### src/rtl/serial_shift_clock_unit.sv
module serial_shift_clock_unit #(
  parameter int DW = 8,
  parameter int CW = 4
) (
  input  logic       clk,
  input  logic       rst_n,
  input  logic       reg_wr,
  input  logic [1:0] reg_addr,
  input  logic [7:0] reg_wdata,
  output logic [7:0] reg_rdata,
  input  logic       sd_in,
  output logic       sd_out,
  input  logic       sck_in,
  output logic       sck_out,
  output logic       sck_oe,
  input  logic       tmr_match,
  output logic       ovf
);
  localparam logic [CW-1:0] CNT_MAX = {CW{1'b1}};

  logic [1:0]    sd_sy, sck_sy;
  logic          sck_d;
  logic [DW-1:0] sr;
  logic [CW-1:0] cnt;
  logic [1:0]    src_q;
  logic          hold_q, dir_q, sck_lat, flag;

  always_ff @(posedge clk or negedge rst_n)
    if (!rst_n) begin
      sd_sy <= '0; sck_sy <= '0; sck_d <= 1'b0;
    end else begin
      sd_sy  <= {sd_sy[0], sd_in};
      sck_sy <= {sck_sy[0], sck_in};
      sck_d  <= sck_sy[1];
    end

  wire rise   = sck_sy[1] & ~sck_d;
  wire fall   = ~sck_sy[1] & sck_d;
  wire wr_dat = reg_wr && reg_addr == 2'd0;
  wire wr_ctl = reg_wr && reg_addr == 2'd1;
  wire wr_cnt = reg_wr && reg_addr == 2'd2;
  wire wr_clr = reg_wr && reg_addr == 2'd3 && reg_wdata[0];
  wire sw_stb = wr_ctl && reg_wdata[1:0] == 2'b00 && reg_wdata[2];
  wire tog    = wr_ctl && reg_wdata[3];
  wire ext    = src_q[1];

  wire shift_en = sw_stb | (src_q == 2'b01 & tmr_match)
                | (src_q == 2'b10 & rise) | (src_q == 2'b11 & fall);
  wire cnt_en   = sw_stb | (src_q == 2'b01 & tmr_match)
                | (ext & ~hold_q & (rise | fall)) | (ext & hold_q & tog);
  wire wrap     = cnt_en & ~wr_cnt & (cnt == CNT_MAX);

  always_ff @(posedge clk or negedge rst_n)
    if (!rst_n) begin
      sr <= '0; cnt <= '0; flag <= 1'b0;
      src_q <= 2'b00; hold_q <= 1'b0; dir_q <= 1'b0; sck_lat <= 1'b0;
    end else begin
      if (wr_dat)        sr <= reg_wdata[DW-1:0];
      else if (shift_en) sr <= {sr[DW-2:0], sd_sy[1]};
      if (wr_cnt)        cnt <= reg_wdata[CW-1:0];
      else if (cnt_en)   cnt <= cnt + 1'b1;
      if (wrap)          flag <= 1'b1;
      else if (wr_clr)   flag <= 1'b0;
      if (wr_ctl) begin
        src_q  <= reg_wdata[1:0];
        hold_q <= reg_wdata[2];
        dir_q  <= reg_wdata[4];
      end
      if (tog) sck_lat <= ~sck_lat;
    end

  always_comb
    case (reg_addr)
      2'd0:    reg_rdata = 8'(sr);
      2'd1:    reg_rdata = {3'b000, dir_q, 2'b00, src_q};
      2'd2:    reg_rdata = 8'(cnt);
      default: reg_rdata = {7'd0, flag};
    endcase

  assign sd_out  = sr[DW-1];
  assign sck_oe  = dir_q;
  assign sck_out = dir_q & sck_lat;
  assign ovf     = flag;

  a_r2_idle: assert property (@(posedge clk) disable iff (!rst_n)
    (src_q == 2'b00 && !reg_wr) |=> ($stable(sr) && $stable(cnt)));
  a_r7_both_edges: assert property (@(posedge clk) disable iff (!rst_n)
    (ext && !hold_q && (rise || fall) && !wr_cnt) |=> ((cnt - $past(cnt)) == CW'(1)));
  a_r9_toggle: assert property (@(posedge clk) disable iff (!rst_n)
    tog |=> (sck_lat != $past(sck_lat)));
  a_r11_wrap_sets: assert property (@(posedge clk) disable iff (!rst_n)
    wrap |=> ovf);
  a_r11_sticky: assert property (@(posedge clk) disable iff (!rst_n)
    (ovf && !wr_clr) |=> ovf);
endmodule

### config.mk
export PLATFORM = sky130hd
export DESIGN_NAME = serial_shift_clock_unit
export DESIGN_NICKNAME = d
export VERILOG_FILES = /design/src/rtl/serial_shift_clock_unit.sv
export SDC_FILE = /design/constraint.sdc
export NUM_CORES = 1
export LEC_CHECK = 0
export ABC_CLOCK_PERIOD_IN_PS = 3100
export BUFFER_PORTS_ARGS = -buffer_cell sky130_fd_sc_hd__buf_4
export CAP_MARGIN = 20
export CORE_ASPECT_RATIO = 1.75
export CORE_MARGIN = 1
export CORE_UTILIZATION = 42
export CTS_CLUSTER_DIAMETER = 80
export DETAILED_ROUTE_END_ITERATION = 7
export SYNTH_ARGS = -nofsm -noshare
export SYNTH_HDL_FRONTEND = slang
export SYNTH_SLANG_ARGS = --single-unit
### constraint.sdc
create_clock -name clk -period 3.1 [get_ports clk]
set_input_delay 0.155 -clock clk [delete_from_list [all_inputs] [get_ports clk]]
set_output_delay 0.155 -clock clk [all_outputs]
set_load 0.03 [all_outputs]
==> results of run 1 <==
power groups by stage:
stage	clock network [mW]	logic [mW]	registers, mW
after floorplan	0	0.377	0.494
after global placement	0	0.537	0.493
after detailed placement	0	0.544	0.495
after CTS	0.200	0.550	0.488
after global routing	0.212	0.598	0.500
final	0.192	0.544	0.486
cell type report:
class / instances / area [um2] / area share
multi-input cells: 91 / 706.9 / 0.4232
clock buffers: 3 / 41.29 / 0.02472
inverters: 12 / 45.04 / 0.02697
well taps: 43 / 53.80 / 0.03221
flip-flops and latches: 23 / 575.6 / 0.3446
clock inverters: 1 / 7.507 / 0.004494
repair buffers: 31 / 240.2 / 0.1438
synthesized netlist by cell type (4+ instances only):
master    number  area, um2
dfrtp_1       23      575.6
inv_1         12      45.04
mux2_2         4      45.04
mux2i_1        6      60.06
nand2_1        6      22.52
nand2b_1       9      56.30
nor3_1        13      65.06
o21a_1        10      75.07
o31a_1         9      78.83
metal layers:
metal,track usage,share of wire
met1,0.2262,0.39
met2,0.3357,0.56
met3,0.02529,0.037
met4,0.06364,0.013
met5,0,0
sequential cells by signal, indices dropped and copies added (netlist names):
name,cells
sck_oe,1
cnt,4
sck_lat,1
sck_sy,2
sck_d,1
sd_sy,2
src_q,2
hold_q,1
sr,8
ovf,1
metrics by stage:
step,hold WS (ps),std cells
3_3_place_gp,68.04,197
4_1_cts,143.7,204
2_1_floorplan,-140.6,135
6_report,149.9,204
5_1_grt,144.7,204
3_5_place_dp,73.10,197
what timing repair did:
| item | in CTS | in global routing |
|---|---|---|
| hold buffers | 3 | 0 |
| hold endpoints to repair | 25 | 0 |
| setup endpoints to repair | 0 | 0 |
worst max-delay path, delay by kind of cell, from the launching register on:
family	cells	cell delay, ps
buf+inv	1	50
compound gates	2	780
fa+ha+maj	1	280
flops	1	370
simple gates	2	290
path summary, 6_finish.rpt:
path / depth (start not counted) / slack [ps] / to / from
setup reg to reg: 6 / 1230 / cnt[1] / sck_sy[1]
max in group asynchronous: 2 / 2540 / sck_d / rst_n
hold reg to reg: 0 / 350 / sd_sy[1] / sd_sy[0]
hold / removal: 2 / 150 / src_q[1] / reg_wdata[1]
min in group asynchronous: 2 / 320 / sr[6] / rst_n
setup / recovery: 6 / 1230 / cnt[1] / sck_sy[1]
logic make-up (layout without fill, tap and decap cells):
kind of cell / count (synthesis) / count (layout) / synth area share
xor+xnor: 1 / 1 / 0.006313
fa+ha+maj: 3 / 3 / 0.02705
compound gates: 30 / 30 / 0.1930
buf+inv: 21 / 47 / 0.07574
mux: 11 / 11 / 0.09197
flops: 23 / 23 / 0.4148
simple gates: 46 / 46 / 0.1912
==> results.toml, run 1 <==
[logic_synthesis]
syn_nets = 154
ys_warn_count = 0
synth.avg_cell_area_um2 = 10.28
yosysSeqAreaShare = 0.4148
async_reset_ff_frac = 1.000
synth.ff_latch_count = 23
gate_count_post_synth = 135
count_of_flip_flops_with_a_built_in_enable_after_synthesis = 0
ys_types = 36
synth.cell_area_um2 = 1388
synth_ff_type = "dfrtp_1"

[critical_path]
worst_path_largest_cell_delay_ps = 480
cp.arrival_ps = 2040
worst_setup_path_start_kind = "flip-flop"
path_max_fanout = 8
critical_path.slowest_cell = "a311oi_4"
endpoint_kind = "flip-flop"
setup.worst_path.class = "reg2reg"
worst-endpoint-required_ps = 3260
crit_path_cell_trace = "inv_1, ha_1, and3b_1, a311oi_4, nor3b_1, o31a_1"

[floorplan]
pin_count = 28
row_count = 27
initial_core_util = 0.4417
fp.dieArea_um2 = 3547
fp.coreArea_um2 = 3142
die_height_um = 78.04
die_x_um = 45.45

[placed_design]
hpwl_detailed_mm = 2.198
place_area_um2 = 1592
buffer_ports.inserted = 27
place_worst_setup_slack_ps = 1154
gpl.final_weighted_congestion = 0.8437

[sta]
timing.final.setup_violations = 0
max_slew_margin = 0.4524
min_period_over_period = 0.6047
hold_viol_final = 0
timing.clock.skew_ps = 5.343
post-route-worst-setup-slack_ps = 1226
timing.final.crit_period_ps = 1874
timing_worst_slew_pin_value_ps = 821.4
setup_tns_ps = 0
rsz_0062_raised_after_global_routing = "false"
slew_viol_final = 0
max_clock_freq_mhz = 533.5

[cells_and_area]
highest_count_cells_in_the_layout_ignoring_fill_and_taps = "buf_4, dfrtp_1, nor3_1"
syn_to_final_growth_pct = 20.38
layout.cells.most_common = "buf_4"
num_antenna_cells = 0
design_area_um2 = 1670
design.final.nets = 181
drive_gt1_frac = 0.2547
layout.core_utilization = 0.5317
filler_cell_count = 312

[route]
antenna_violating_nets_post_route = 0
remaining_drc_errors = 0
wl_per_cell_um = 14.74
firstDrtPassIters = 4
drt_wl_total_mm = 3.006
vias = 1105
initialDrtViolationCount = 21
via_per_inst = 5.417

[clock_tree]
post-cts-setup-buffers = 0
tritoncts = "done"
cts_repair_resize_count = 0
clock_path_buffers = 2
cts.clk_slew.worst_paths_ps = 90
clk_root_buffer_cell = "clkbuf_8"
h-tree-depth = 1
clock_insertion_delay_worst_skew_ps = 270
tritoncts.num_buffers = 3
cts.sink_count = 23

[grt]
maximum_number_of_pins_on_one_net_before_global_route_repair = 25
grt-ovfl-total = 0
number_of_antenna_violations_at_the_first_check_in_global_routing = 0
gr-usage-all-layers = 0.1911
number_of_global_route_vias_before_repair = 1077
global_route_wire_length_before_repair_mm = 5.002

[pwr]
power_switching_mw = 0.4725
pwr_density_cell_nw_per_um2 = 731.5
seq_power_share = 0.397
p_int_mw = 0.7494
combinationalPowerShare = 0.445
total_leakage_power_nw = 0.7583
worst_ir_drop_vdd_mv = 0.3661
pnr_total_power_mw = 1.222
swShare = 0.3867
clock_power_share = 0.157

[worst_hold_path]
min-delay-path-class = "in2reg"

[job]
maxCapViolCount = 0

[status]
status = "complete, no violations"
No activity file was read; power rests on OpenSTA's default activity.
==> run 2: changes to the inputs <==
--- a/config.mk
+++ b/config.mk
@@ -5,7 +5,7 @@
 export SDC_FILE = /design/constraint.sdc
 export NUM_CORES = 1
 export LEC_CHECK = 0
-export ABC_CLOCK_PERIOD_IN_PS = 3100
+export ABC_CLOCK_PERIOD_IN_PS = 1660
 export BUFFER_PORTS_ARGS = -buffer_cell sky130_fd_sc_hd__buf_4
 export CAP_MARGIN = 20
 export CORE_ASPECT_RATIO = 1.75
@@ -13,6 +13,7 @@
 export CORE_UTILIZATION = 42
 export CTS_CLUSTER_DIAMETER = 80
 export DETAILED_ROUTE_END_ITERATION = 7
+export PLACE_DENSITY = 0.66
 export SYNTH_ARGS = -nofsm -noshare
 export SYNTH_HDL_FRONTEND = slang
 export SYNTH_SLANG_ARGS = --single-unit
==> constraint.sdc (replaced) <==
create_clock -name clk -period 1.66 [get_ports clk]
set_input_delay 0.083 -clock clk [delete_from_list [all_inputs] [get_ports clk]]
set_output_delay 0.083 -clock clk [all_outputs]
set_load 0.03 [all_outputs]
==> results.toml, run 2 (same netlist as run 1, synthesis figures left out) <==
[status]
status = "complete, but fails checks"
failed_checks = "setup timing"

[pwr]
pnr_total_power_mw = 2.384
pwr_density_cell_nw_per_um2 = 1320
seq_power_share = 0.385
worst_ir_drop_vdd_mv = 0.8784
clock_power_share = 0.154
combinationalPowerShare = 0.462
swShare = 0.3891
power_switching_mw = 0.9275
total_leakage_power_nw = 0.8074
p_int_mw = 1.456

[critical_path]
endpoint_kind = "flip-flop"
setup.worst_path.class = "reg2reg"
critical_path.slowest_cell = "dfrtp_1"
crit_path_cell_trace = "inv_1, ha_1, and3b_2, a311oi_4, buf_4, nor3b_2, o31a_1"
worst-endpoint-required_ps = 1820
worst_path_largest_cell_delay_ps = 370
worst_reg2reg_path_depth = 7
cp.arrival_ps = 1920
worst_setup_path_start_kind = "flip-flop"
path_max_fanout = 3

[cells_and_area]
num_antenna_cells = 0
layout.core_utilization = 0.5747
layout_top_registers = "sr x8, cnt x4"
syn_to_final_growth_pct = 30.12
finish.cell_count_without_fillers = 213
filler_cell_count = 270
design.final.nets = 190
layout.cells.most_common = "buf_4"
largest_register_ffs = 8
highest_count_cells_in_the_layout_ignoring_fill_and_taps = "buf_4, dfrtp_1, nor3_1"
drive_gt1_frac = 0.3235
max_flop_register = "sr"

[sta]
timing.final.crit_period_ps = 1764
timing.final.setup_violations = 3
post-route-worst-setup-slack_ps = -103.8
max_clock_freq_mhz = 566.9
max_slew_margin = 0.7296
rsz_0062_raised_after_global_routing = "true"
timing_worst_slew_pin_value_ps = 405.5
hold_viol_final = 0
final.hold.worst_slack_ps = 47.51
min_period_over_period = 1.063
slew_viol_final = 0
timing.clock.skew_ps = 4.771

[grt]
number_of_antenna_violations_at_the_first_check_in_global_routing = 0
global_route_wire_length_before_repair_mm = 5.023
gr-usage-all-layers = 0.1949
maximum_number_of_pins_on_one_net_before_global_route_repair = 25
number_of_global_route_vias_before_repair = 1121
grt-ovfl-total = 0

[placed_design]
gpl.final_weighted_congestion = 0.8065
hpwl_detailed_mm = 2.206
buffer_ports.inserted = 27
place.detailed.instances = 203

[clock_tree]
clk_root_buffer_cell = "clkbuf_8"
cts.sink_count = 23
tritoncts.num_buffers = 3
h-tree-depth = 1
tritoncts = "done"
cts.clk_slew.worst_paths_ps = 90
clock_path_buffers = 2
clock_insertion_delay_worst_skew_ps = 270

[floorplan]
fp.dieArea_um2 = 3547
row_count = 27
pin_count = 28
fp.coreArea_um2 = 3142
die_height_um = 78.04
initial_core_util = 0.4417
die_x_um = 45.45

[route]
wl_per_cell_um = 14.85
initialDrtViolationCount = 20
remaining_drc_errors = 0
drt_wl_total_mm = 3.162
firstDrtPassIters = 4
vias = 1148
antenna_violating_nets_post_route = 0
via_per_inst = 5.390

[worst_hold_path]
min-delay-path-class = "in2reg"
hold-path-cell-count = 2

[job]
maxCapViolCount = 0
[run 2: changes by cell type in the layout (fill, tap and decap cells not counted), sizes merged]
| cell | previous run | this run |
|---|---|---|
| buf | 28 | 36 |
| a21oi | 2 | 3 |
[run 2: worst max-delay path: cells and delay by family (launching register included)]
kind	cells	cell delay, ps
AOI/OAI and AO/OA	2	510
DFF	1	370
and+or+nand+nor	2	250
buffers and inverters	2	230
adders and majority gates	1	280
[run 2: repair_timing]
item                                    CTS  global route
endpoints found under the setup margin   12            13
resized for setup                         5             5
pin swaps                                 2             8
hold endpoints to repair                 25             0
hold buffers                              3             0
cloned                                    0             1
buffers inserted                          2             0
[run 2: path summary, 6_finish.rpt]
path	slack, ps	start	endpoint
setup / recovery	-100	sck_sy[1]	cnt[1]
hold / removal	50	reg_wdata[4]	sck_oe
setup reg to reg	-100	sck_sy[1]	cnt[1]
hold reg to reg	360	sd_sy[0]	sd_sy[1]
max in group asynchronous	1180	rst_n	src_q[1]
min in group asynchronous	240	rst_n	sr[6]
[run 2: stage by stage]
stage / area (um2) / setup TNS [ps] / setup WS [ps]
floorplan: 1388 / 0 / 11.70
detailed placement: 1649 / -908.9 / -95.09
finish: 1805 / -179.6 / -103.8
CTS: 1764 / -96.37 / -51.17
global route: 1805 / -446.3 / -144.6
global placement: 1649 / -76.61 / -54.73
[run 2: layout make-up]
cell class / count / area, um2 / share of cell area
inverter: 12 / 45.04 / 0.02495
multi-input combinational: 92 / 765.7 / 0.4241
clock inverter: 1 / 7.507 / 0.004158
clock buffer: 3 / 41.29 / 0.02287
timing repair buffer: 39 / 316.6 / 0.1753
tap: 43 / 53.80 / 0.02980
sequential: 23 / 575.6 / 0.3188
[run 2: layer usage]
layer  wire length [um]  GRT usage
met5                  0          0
met4                 38    0.06667
met3                 76    0.02759
met2               1700     0.3314
met1               1347     0.2402
[run 2: power groups by stage]
stage	logic (mW)	clock network, mW	registers [mW]
4_1_cts	1.08	0.379	0.905
3_5_place_dp	1.04	0	0.916
6_report	1.10	0.366	0.917
5_1_grt	1.20	0.398	0.941
2_1_floorplan	0.705	0	0.922
3_3_place_gp	1.01	0	0.909
